### src/rtl/samepage_pkg.sv
package samepage_pkg;

  typedef enum logic {
    BUS_IDLE = 1'b0,
    BUS_BUSY = 1'b1
  } busState_e;

  // strobes from control to datapath, one cycle each
  typedef struct packed {
    logic startBus;   // first strobe-low edge of an idle bus
    logic startDram;  // startBus to the DRAM region with detection enabled
    logic endBus;     // ready sampled low during a busy cycle
    logic wrMask;     // configuration write to the mask word
    logic wrCtrl;     // configuration write to the control word
  } ctrlStrobes_t;

endpackage

### src/rtl/samepage_ctrl.sv
module samepage_ctrl
  import samepage_pkg::*;
(
  input  logic         clk,
  input  logic         rstN,
  input  logic         strobeN,
  input  logic         readyN,
  input  logic         dramSelN,
  input  logic         enQ,
  input  logic         cfgWrEn,
  input  logic         cfgSel,
  output ctrlStrobes_t strobes,
  output logic         busy
);

  busState_e stateQ, stateD;

  always_comb begin
    strobes = '0;
    stateD  = stateQ;
    strobes.wrMask = cfgWrEn & ~cfgSel;
    strobes.wrCtrl = cfgWrEn &  cfgSel;
    unique case (stateQ)
      BUS_IDLE: begin
        if (!strobeN) begin
          strobes.startBus  = 1'b1;
          strobes.startDram = ~dramSelN & enQ;
          stateD            = BUS_BUSY;
        end
      end
      BUS_BUSY: begin
        if (!readyN) begin
          strobes.endBus = 1'b1;
          stateD         = BUS_IDLE;
        end
      end
      default: stateD = BUS_IDLE;
    endcase
  end

  always_ff @(posedge clk or negedge rstN) begin
    if (!rstN) stateQ <= BUS_IDLE;
    else       stateQ <= stateD;
  end

  assign busy = (stateQ == BUS_BUSY);

  // a start always moves the bus to busy, so two starts never follow each other
  assert_single_start_R8: assert property (@(posedge clk) disable iff (!rstN)
    strobes.startBus |=> !strobes.startBus);

  // a busy cycle only ends through ready
  assert_busy_holds_R4: assert property (@(posedge clk) disable iff (!rstN)
    (busy && readyN) |=> busy);

endmodule

### src/rtl/samepage_dp.sv
module samepage_dp
  import samepage_pkg::*;
#(
  parameter int ADDR_W = 26
) (
  input  logic              clk,
  input  logic              rstN,
  input  logic [ADDR_W-1:0] addrIn,
  input  logic [ADDR_W-1:0] cfgData,
  input  ctrlStrobes_t      strobes,
  output logic              enQ,
  output logic              validQ,
  output logic              hitQ,
  output logic              pageHitN
);

  localparam logic [ADDR_W-1:0] MASK_RESET = '1;
  localparam int                EN_BIT     = 0;

  logic [ADDR_W-1:0] maskQ;
  logic [ADDR_W-1:0] prevQ;
  logic [ADDR_W-1:0] bitMatch;
  logic              pageMatch;

  // configuration registers
  always_ff @(posedge clk or negedge rstN) begin
    if (!rstN) begin
      maskQ <= MASK_RESET;
      enQ   <= 1'b0;
    end else begin
      if (strobes.wrMask) maskQ <= cfgData;
      if (strobes.wrCtrl) enQ   <= cfgData[EN_BIT];
    end
  end

  // per-bit compare: unmasked bits always match
  for (genvar i = 0; i < ADDR_W; i++) begin : g_bitCmp
    assign bitMatch[i] = ~maskQ[i] | ~(addrIn[i] ^ prevQ[i]);
  end
  assign pageMatch = &bitMatch;

  // previous page and its valid flag
  always_ff @(posedge clk or negedge rstN) begin
    if (!rstN) begin
      prevQ  <= '0;
      validQ <= 1'b0;
    end else begin
      if (strobes.startDram) prevQ <= addrIn & maskQ;
      if (strobes.wrMask || strobes.wrCtrl) validQ <= 1'b0;
      else if (strobes.startDram)           validQ <= 1'b1;
    end
  end

  // hit flag, held for the whole bus cycle
  always_ff @(posedge clk or negedge rstN) begin
    if (!rstN) begin
      hitQ <= 1'b0;
    end else if (strobes.startBus) begin
      hitQ <= strobes.startDram & validQ & pageMatch;
    end else if (strobes.endBus) begin
      hitQ <= 1'b0;
    end
  end

  assign pageHitN = ~(hitQ & enQ);

  // a hit can only rise on an enabled DRAM start with a held page
  assert_hit_needs_page_R3: assert property (@(posedge clk) disable iff (!rstN)
    $rose(hitQ) |-> $past(strobes.startDram && validQ));

  // any configuration write forgets the page
  assert_cfg_forgets_R7: assert property (@(posedge clk) disable iff (!rstN)
    (strobes.wrMask || strobes.wrCtrl) |=> !validQ);

  // the hit only falls at the end of a bus cycle
  assert_release_on_end_R4: assert property (@(posedge clk) disable iff (!rstN)
    $fell(hitQ) |-> $past(strobes.endBus));

endmodule

### src/rtl/samepage_detect.sv
module samepage_detect
  import samepage_pkg::*;
#(
  parameter int ADDR_W = 26
) (
  input  logic              clk,
  input  logic              rstN,
  input  logic [ADDR_W-1:0] addrIn,
  input  logic              strobeN,
  input  logic              readyN,
  input  logic              dramSelN,
  input  logic              cfgWrEn,
  input  logic              cfgSel,
  input  logic [ADDR_W-1:0] cfgData,
  output logic              pageHitN
);

  ctrlStrobes_t strobes;
  logic         busy;
  logic         enQ;
  logic         validQ;
  logic         hitQ;

  samepage_ctrl u_ctrl (
    .clk      (clk),
    .rstN     (rstN),
    .strobeN  (strobeN),
    .readyN   (readyN),
    .dramSelN (dramSelN),
    .enQ      (enQ),
    .cfgWrEn  (cfgWrEn),
    .cfgSel   (cfgSel),
    .strobes  (strobes),
    .busy     (busy)
  );

  samepage_dp #(.ADDR_W(ADDR_W)) u_dp (
    .clk      (clk),
    .rstN     (rstN),
    .addrIn   (addrIn),
    .cfgData  (cfgData),
    .strobes  (strobes),
    .enQ      (enQ),
    .validQ   (validQ),
    .hitQ     (hitQ),
    .pageHitN (pageHitN)
  );

  assert_reset_high_R1: assert property (@(posedge clk)
    !rstN |-> pageHitN);

  assert_disable_high_R2: assert property (@(posedge clk) disable iff (!rstN)
    (cfgWrEn && cfgSel && !cfgData[0]) |=> pageHitN);

  assert_hold_R4: assert property (@(posedge clk) disable iff (!rstN)
    (!pageHitN && readyN && !cfgWrEn) |=> !pageHitN);

  assert_release_R4: assert property (@(posedge clk) disable iff (!rstN)
    (!pageHitN && !readyN) |=> pageHitN);

  assert_other_region_R6: assert property (@(posedge clk) disable iff (!rstN)
    (!busy && !strobeN && dramSelN) |=> pageHitN);

  assert_hit_in_cycle_R4: assert property (@(posedge clk) disable iff (!rstN)
    !pageHitN |-> busy);

endmodule

### config.mk
export PLATFORM = sky130hd
export DESIGN_NAME = samepage_detect
export DESIGN_NICKNAME = d
export VERILOG_FILES = /design/src/rtl/samepage_pkg.sv /design/src/rtl/samepage_ctrl.sv /design/src/rtl/samepage_dp.sv /design/src/rtl/samepage_detect.sv
export SDC_FILE = /design/constraint.sdc
export NUM_CORES = 1
export LEC_CHECK = 0
export BUFFER_PORTS_ARGS = -buffer_cell sky130_fd_sc_hd__clkbuf_2
export CAP_MARGIN = 20
export CORE_MARGIN = 3
export CORE_UTILIZATION = 48
export CTS_CLUSTER_DIAMETER = 50
export DETAILED_ROUTE_END_ITERATION = 16
export PLACE_DENSITY = 0.75
export SLEW_MARGIN = 20
export SYNTH_ARGS = -nofsm -noshare
export SYNTH_HDL_FRONTEND = slang
export SYNTH_SLANG_ARGS = --single-unit
### constraint.sdc
create_clock -name clk -period 1.3 [get_ports clk]
set_input_delay 0.195 -clock clk [delete_from_list [all_inputs] [get_ports clk]]
set_output_delay 0.195 -clock clk [all_outputs]
set_load 0.005 [all_outputs]
==> results.cfg <==
[setup_path]
cp-end-kind = flip-flop
critical_path_class = flip-flop to flip-flop
required_ns = 1.52
critPathLaunchType = flip-flop
worstRegToRegCells = 5
crit_arrival_ns = 1.66
crit_fanout = 2

[power]
power.density_nw_per_um2 = 1440
seqPwrFrac_pct = 54.9
peakVddDrop_mv = 0.808
p_sw_uw = 1200
power_frac_comb_pct = 20.4
power_uw = 4450
switching_share_pct = 27.0
p_clk_share_pct = 24.7
cellLeakagePower_uw = 0.00145
p_int_uw = 3250

[run_status]
failed_checks = negative setup slack
status = finished, violations left

[global_route]
grt_pass1_vias = 1805
grt_max_degree = 57
grt_antenna_before_repair = 0
grt_pass1_wl_mm = 8.14
grt-ovfl-total = 0
gr-usage-all-layers_pct = 16.8

[yosys]
ys_warn_count = 0
ys_ff_latch = 56
synthCells = 224
avgSynthCellArea_um2 = 11.3
ys_seq_area_share_pct = 56.8
syn_nets = 283
synthesis.area_um2 = 2520
yosysUniqueCellTypes = 19

[clocking]
cts_setup_buffers = 0
cts_tree = done
htreeDepth = 2
clock_path_buffers = 2
root_buffer = clkbuf_8
clkTransAtPathRegs_ns = 0.09
insertion_delay_ns = 0.30
clock-sinks = 56
cts_buffers = 5

[drt]
drtIter0Drc = 66
drtPass1Iterations = 4
route.vias.total = 1815
drcViolationCount = 0
ant_nets = 0
drt_wl_total_mm = 4.84
wl_per_cell_um = 13.5
via_per_inst = 5.07

[timing]
slew_viol_final = 0
hold_violations = 0
finalCriticalPeriod_ns = 1.45
setup_viol = 28
slew_headroom_pct = 80.4
setup_slack_ns = -0.146
hold_slack_ns = 0.0653
fmax_mhz = 692
worst_pin_slew_ns = 0.294
finalCritPeriodShare_pct = 111
finClkSkew_ns = 0.00623
rsz0062_at_grt = true
tns_ns = -2.81

[placement]
place_congestion = 0.697
dpl.hpwl_mm = 3.64
dp_cells = 349
portBuffers = 59
pre_cts_ws_ns = -0.205

[die]
dieWidth_um = 78.5
start_util_pct = 51.4
die_h_um = 78.5
rows = 25
coreArea_um2 = 4910
die_area_um2 = 6170
io-pin-count = 60

[hold_path]
min_path_cells = 2
hp-class = input port to flip-flop

[job]
maxCapViolCount = 0

[final_layout]
nFillCells = 419
final_common_cell = clkbuf_2
num_antenna_cells = 0
drive_gt1_share_pct = 45.7
final_cell_mix = clkbuf_2, nand2_1, dfrtp_1
multi_input_area_um2 = 1060
fin_cells = 358
fin_nets = 349
synthToLayoutAreaGrowth_pct = 22.1
seq_area_um2 = 1430
## what timing repair did
action	in CTS	in global routing
hold endpoints to repair	30	0
endpoints found under the setup margin	28	28
hold buffers	1	0
pin swaps	4	1
resized for setup	3	8
## metal layers
metal	global-route usage, %	routed length (um)
met1	21.4	2140
met2	28.4	2420
met3	3.44	219
met4	5.77	56
met5	0	0
## power by group through the flow
stage          Sequential [uW]  Clock [uW]  Combinational, uW
4_1_cts                   2450        1140                919
3_5_place_dp              2470           0                893
5_1_grt                   2490        1200               1040
2_1_floorplan             2410           0                602
3_3_place_gp              2450           0                848
6_report                  2440        1100                908
## critical path, stage by stage, from the launching register on
cell and delay [ns]:
dfrtp_1 0.40, xor2_1 0.14, a22o_1 0.22, a221oi_2 0.18, nand4_1 0.21, o31ai_2 0.22
## state kept, by name, summed over array words and instances (netlist names)
name         flops
u_ctrl.busy      1
u_dp.validQ      1
u_dp.enQ         1
u_dp.prevQ      26
u_dp.hitQ        1
u_dp.maskQ      26
## per-stage QoR
step	utilization (%)	cell area, um2
after floorplan	-	2530
after global placement	60.1	2950
after detailed placement	60.1	2950
after CTS	62.8	3080
after global routing	62.8	3080
final	62.8	3080
## worst paths after layout
check / startpoint / endpoint / slack, ns
min: cfgWrEn / u_dp.validQ / 0.07
max: u_dp.prevQ[4] / u_dp.hitQ / -0.15
min in group asynchronous: rstN / u_dp.prevQ[10] / 0.44
min reg2reg: u_dp.prevQ[21] / u_dp.prevQ[21] / 0.50
max in group asynchronous: rstN / u_dp.maskQ[5] / 0.57
max reg2reg: u_dp.prevQ[4] / u_dp.hitQ / -0.15
## kinds of logic after synthesis
kind of cell	count (synthesis)	synth area share (%)
compound gates	43	10.5
simple gates	61	9.71
flops	56	56.8
buf+inv	11	1.98
xor+xnor	26	9.02
mux	27	12.0
## layout make-up
type / count / area share (%)
sequential: 56 / 46.5
tap: 67 / 2.72
inverter: 2 / 0.244
clock buffer: 6 / 2.35
multi-input combinational: 157 / 34.4
clock inverter: 2 / 1.14
timing repair buffer: 68 / 12.7
## cells in the mapped netlist
library cell | instances | share of area, %
a21oi_1 | 1 | 0.20
a21oi_2 | 1 | 0.35
a221oi_1 | 2 | 0.69
a222oi_1 | 1 | 0.40
a22o_1 | 2 | 0.69
a22oi_1 | 7 | 2.1
buf_2 | 7 | 1.4
clkbuf_1 | 2 | 0.30
dfrtp_1 | 30 | 30
dfstp_2 | 26 | 27
inv_1 | 2 | 0.30
mux2_2 | 27 | 12
nand2_1 | 56 | 8.3
nand4_1 | 3 | 0.74
nor2b_1 | 1 | 0.25
o21ai_0 | 28 | 5.5
o31ai_2 | 1 | 0.50
or4b_1 | 1 | 0.40
xor2_1 | 26 | 9.0
Note: power is estimated with default switching activity, not from simulation.
